## config.mk

```make
export PLATFORM = sky130hd
export DESIGN_NAME = serial_adder_top
export DESIGN_NICKNAME = d
export VERILOG_FILES = /design/src/rtl/serial_adder_pkg.sv /design/src/rtl/serial_adder_ctrl.sv /design/src/rtl/serial_adder_dp.sv /design/src/rtl/serial_adder_top.sv
export SDC_FILE = /design/constraint.sdc
export NUM_CORES = 1
export LEC_CHECK = 0
export BUFFER_PORTS_ARGS = -buffer_cell sky130_fd_sc_hd__buf_2
export CAP_MARGIN = 20
export CORE_AREA = 2 2 39 41
export DETAILED_ROUTE_END_ITERATION = 12
export DIE_AREA = 0 0 41 43
export PLACE_DENSITY = 0.3
export SLEW_MARGIN = 0
export SYNTH_ARGS = -nofsm -noshare
export SYNTH_HDL_FRONTEND = slang
export SYNTH_SLANG_ARGS = --single-unit
```

## constraint.sdc

```tcl
create_clock -name clk -period 0.95 [get_ports clk]
set_input_delay 0.0475 -clock clk [delete_from_list [all_inputs] [get_ports clk]]
set_output_delay 0.0475 -clock clk [all_outputs]
set_load 0.02 [all_outputs]
```

## src/rtl/serial_adder_pkg.sv

```systemverilog
package serial_adder_pkg;
  typedef struct packed {
    logic carry;
    logic sum;
  } addState_t;

  localparam addState_t ST_START = '{carry: 1'b0, sum: 1'b0};

  typedef struct packed {
    logic loadEn;
    logic clearCarry;
  } addCtrl_t;
endpackage

```

## src/rtl/serial_adder_ctrl.sv

```systemverilog
module serial_adder_ctrl
  import serial_adder_pkg::*;
(
  input  logic     inValid,
  input  logic     opStart,
  output addCtrl_t ctrl
);
  always_comb begin
    ctrl.loadEn     = inValid;
    ctrl.clearCarry = inValid & opStart;
  end
endmodule

```

## src/rtl/serial_adder_dp.sv

```systemverilog
module serial_adder_dp
  import serial_adder_pkg::*;
(
  input  logic     clk,
  input  logic     rst,
  input  addCtrl_t ctrl,
  input  logic     a,
  input  logic     b,
  output addState_t state
);
  addState_t nextState;
  logic carryIn;

  always_comb begin
    carryIn         = ctrl.clearCarry ? 1'b0 : state.carry;
    nextState.sum   = a ^ b ^ carryIn;
    nextState.carry = (a & b) | (a & carryIn) | (b & carryIn);
  end

  always_ff @(posedge clk) begin
    if (rst)              state <= ST_START;
    else if (ctrl.loadEn) state <= nextState;
  end

  // an idle cycle leaves the state unchanged
  a_r5_hold: assert property (@(posedge clk) disable iff (rst)
    !ctrl.loadEn |=> $stable(state));
  // R2 (and R6): the new sum bit follows the addition rule
  a_r2_sum: assert property (@(posedge clk) disable iff (rst)
    ctrl.loadEn |=> state.sum == ($past(a) ^ $past(b) ^
      ($past(ctrl.clearCarry) ? 1'b0 : $past(state.carry))));
  // a start with a pair of zeros leaves no carry
  a_r6_clear: assert property (@(posedge clk) disable iff (rst)
    (ctrl.clearCarry && !a && !b) |=> state == ST_START);
  // when both operand bits are 1, the carry must come out 1
  a_r3_carry: assert property (@(posedge clk) disable iff (rst)
    (ctrl.loadEn && a && b) |=> state.carry);
endmodule

```

## src/rtl/serial_adder_top.sv

```systemverilog
module serial_adder_top
  import serial_adder_pkg::*;
(
  input  logic clk,
  input  logic rst,
  input  logic inValid,
  input  logic opStart,
  input  logic a,
  input  logic b,
  output logic sumOut,
  output logic carryOut
);
  addCtrl_t  ctrl;
  addState_t state;

  serial_adder_ctrl u_ctrl (
    .inValid(inValid), .opStart(opStart), .ctrl(ctrl)
  );
  serial_adder_dp u_dp (
    .clk(clk), .rst(rst), .ctrl(ctrl), .a(a), .b(b), .state(state)
  );

  assign sumOut   = state.sum;
  assign carryOut = state.carry;

  // reset sends the outputs to the start state
  a_r1_reset: assert property (@(posedge clk)
    rst |=> (!sumOut && !carryOut));
  // the sum output changes only after a valid pair
  a_r4_moore: assert property (@(posedge clk) disable iff (rst)
    !$stable(sumOut) |-> $past(inValid));
endmodule

```

# == After elaboration in Yosys (flattened, before gate mapping) ==
# Cells that the tools add are included.
# totals
ff_bits,2
latch_bits,0
ramBits,0
mem_bits_ro,0
out_inout_bits,2
mem_count,0
# classes
n_addsub,0
n_mul,0
n_div,0
magnitude_cmp,0
n_eq_ne,0
shift,0
muxes,1
n_bitwise,8
n_reduce_logical,0
# op_table
cell,count
$and 1x1->1,4
$or 1x1->1,2
$xor 1x1->1,2
$mux 1,1

# == Depth between registers and ports, before layout ==
# logic_depth
depth_word,5
mapped_depth,4
mapped_depth_nobuf,4

# == Modules after synthesis ==
# From an unflattened synthesis, not the netlist that was laid out.
# hier_totals
hier_cells,12
area_unflattened_um2,110.1
# modules_own_cells
module,n_inst,cells_per_inst,area_per_inst_um2,seq_area_each_um2
serial_adder_dp,1,10,96.3,40.0
serial_adder_ctrl,1,2,13.8,0.0

# == Worst setup path before layout ==
# OpenSTA, ideal clock, no wires.
# synth_path
path_type,register to register
start,reg u_dp.state[1] (netlist name)
end,reg u_dp.state[0] (netlist name)
setup_time_ns,0.086
t_arrival_ns,1.157
t_required_ns,0.864
setup_slack_ns,-0.292
path_stages_with_launch,4
n_path_buf,0
synth_period_minus_slack_ns,1.242
path_cell_list,dfxtp_1 nand2_1 fa_1 a211oi_1
# synth_between
elab_chain_cells,2
# synth_rtl
element,line_no,rtl
$mux 1,serial_adder_dp.sv:15,carryIn = ctrl.clearCarry ? 1'b0 : state.carry;
$xor 1x1->1,serial_adder_dp.sv:16,nextState.sum = a ^ b ^ carryIn;
# No other way between the ends.
# A chain may end at the register's enable or synchronous reset.

# == Worst setup path after layout ==
# layout_path
start,reg u_dp.state[1] (netlist name)
end,reg u_dp.state[0] (netlist name)
# layout_between
elab_chain_cells,2
# layout_rtl
element,line_no
$mux 1,serial_adder_dp.sv:15
$xor 1x1->1,serial_adder_dp.sv:16
# No other way between the ends.

==> metrics.txt <==
register area share after synthesis=41.0%; CTS root buf=clkbuf_4; CTS tree=done; FF-to-FF Start=u_dp.state[1]; Placer Congestion=0.607; syn_nets=18; critical path launch point type=register; Setup Skew=0.00768 ns; Setup Crit Path Kind=register to register; Area growth syn-to-layout=128%; # diodes=0; Core Box Area=1380 um2; synthesized area=97.6 um2; Vias=114; crit-path cells=nand2_2 -> fa_2 -> a211oi_2; Mean Syn Cell Area=roughly 8.9 um2; final hold vios=0; Hold EP=u_dp.state[1]; total power draw=0.000375 W; final wirelength=between 200 and 300 um; static leakage=approximately 0.10 nW; io pins=8; Crit path arrival time=1.19 ns; DR WL/cell=7.10 um; failing checks=negative setup slack; Post-Synth XOR/XNOR Area=0%; vias in the first global route=between 100 and 150; clk sinks=2; FF+latch count, synth=2; layout cells sized above 1=68.0%; die area=1760 um2; FF-to-FF path depth=3; Yosys Warn Count=0; Largest regs=u_dp.state (2); final antenna-violating net count=0; max-cap violations=0; Slew headroom=90.2%; die span in x=41 um; reg2reg end=u_dp.state[0]; DRC Markers=0; via/cell ratio=2.78; detailed placement HPWL=231 um; 1st-pass router iterations=2; Filler cells=about 160; worst-margin pin slew=0.146 ns; Hold Crit Start=inValid; Max Fanout on Critical Path=2; All-Layer GR Usage=5.42%; post-synthesis adder-cell area fraction=20.5%; cell family with most CP delay=adder cells; Post-Route Utilization=between 10% and 20%; pin count of the biggest net entering global routing=5; cell area power density=roughly 1700 nW/um2; fin worst setup slack=-0.133 ns; CTS H-tree depth=1; f_max=0.923 GHz; Post-Syn Instances=11; RSZ-0062 raised after global routing=yes; initial core utilization=7.05%; clock latency on the worst-skew pair=0.23 ns; final setup violating endpoints=2; Top reg by flops=u_dp.state; mux contribution to synthesized area=0%; Clk pin slew, worst setup/hold paths=about 0.040 ns; Num CTS Buffers=3; Max Slew Vio Count=0; initial antenna violation count=0; largest family of logic cells by synthesized area=adder cells; minimum clock period=1.08 ns; slowest cell delay on critical path=roughly 0.52 ns; compound-gate portion of the synthesized area=15.4%; commonest cells after routing, fill and taps aside=buf_2, clkbuf_4; flop2flop setup slack=-0.13 ns; CP max-delay cell=fa_2; Post-layout nets=33; status=finished with violations; crit share post-route=114%; synth unique cells=6; Setup Buffers After CTS=0; Synth Area in Simple Gates=15.4%; Bufs on Longest Clock Path=2; # rows=14; Die Height=43 um; Worst VDD drop=between 0.00015 and 0.0002 V; DRT iter0 DRCs=6; CP endpoint kind=register; worst path required time=1.06 ns; first-pass GRT wire length=538 um; max FFs per register=2; I/O Buffers=7; hold-critical path depth=3; grt total ovfl=0; Bufs and invs on worst path=0; Worst Hold Class=input port to register; most common cell after layout, fill and taps aside=buf_2
-- cell families (layout without fill, tap and decap cells) --
family | count (synthesis) | in the layout
fa+ha+maj | 1 | 1
buf+inv | 2 | 16
compound gates | 2 | 2
flops | 2 | 2
simple gates | 4 | 4
-- power by group --
group	internal [W]	total, W	leakage, nW	switching, W
logic	0.0000348	0.0000690	0.0719	0.0000343
clock network	0.000156	0.000211	0.0150	0.0000544
registers	0.0000909	0.0000950	0.0172	0.00000414
-- how the worst max path moves through the flow --
stage	startpoint	cells past startpoint	to	slack, ns
2_1_floorplan	u_dp.state[1]	3	u_dp.state[0]	-0.15
3_3_place_gp	u_dp.state[1]	3	u_dp.state[0]	-0.11
3_5_place_dp	u_dp.state[1]	3	u_dp.state[0]	-0.12
4_1_cts	u_dp.state[1]	3	u_dp.state[0]	-0.14
5_1_grt	u_dp.state[1]	3	u_dp.state[0]	-0.15
6_report	u_dp.state[1]	3	u_dp.state[0]	-0.13
-- stage by stage --
stage | setup WS (ns) | hold WS [ns] | TNS (ns) | cells | instance area (um2)
floorplan | -0.149 | 0.103 | -0.186 | 11 | 111
global placement | -0.114 | 0.225 | -0.124 | 36 | 181
detailed placement | -0.121 | 0.232 | -0.153 | 36 | 181
CTS | -0.136 | 0.122 | -0.178 | 41 | 223
global route | -0.154 | 0.156 | -0.250 | 41 | 223
finish | -0.133 | 0.138 | -0.171 | 41 | 223
-- layout make-up --
cell class	count	area, um2	area share, %
clock buffers	4	26.3	11.8
inverters	2	7.51	3.37
multi-input cells	7	65.1	29.2
flip-flops and latches	2	43.8	19.7
well taps	16	20.0	8.99
repair buffers	10	60.1	27.0
-- timing repair --
item,CTS,global route
hold buffers,1,0
pin swaps,0,0
gates resized for setup,1,0
endpoints found under the hold margin,1,0
endpoints found under the setup margin,2,2
-- worst register-to-register path, delay by kind of cell (launching register included) --
family	cells	cell delay, ns
adder cells (fa/ha/maj)	1	0.52
flip-flops	1	0.34
AND/OR/NAND/NOR	1	0.05
AO/OA/AOI/OAI	1	0.05
-- routing by layer --
layer	up-vias	GRT usage (%)	routed length (um)
li1	62	-	-
met1	44	6.75	154
met2	8	4.69	96
met3	0	3.14	40
met4	0	8.00	0
met5	-	0	0
-- synthesized netlist by cell type --
master,count,area [um2]
fa_1,1,20.0
a211oi_1,2,15.0
dfxtp_1,2,40.0
nand2_1,2,7.51
nor2_1,2,7.51
inv_1,2,7.51
Note: power is estimated with default switching activity, not from simulation.
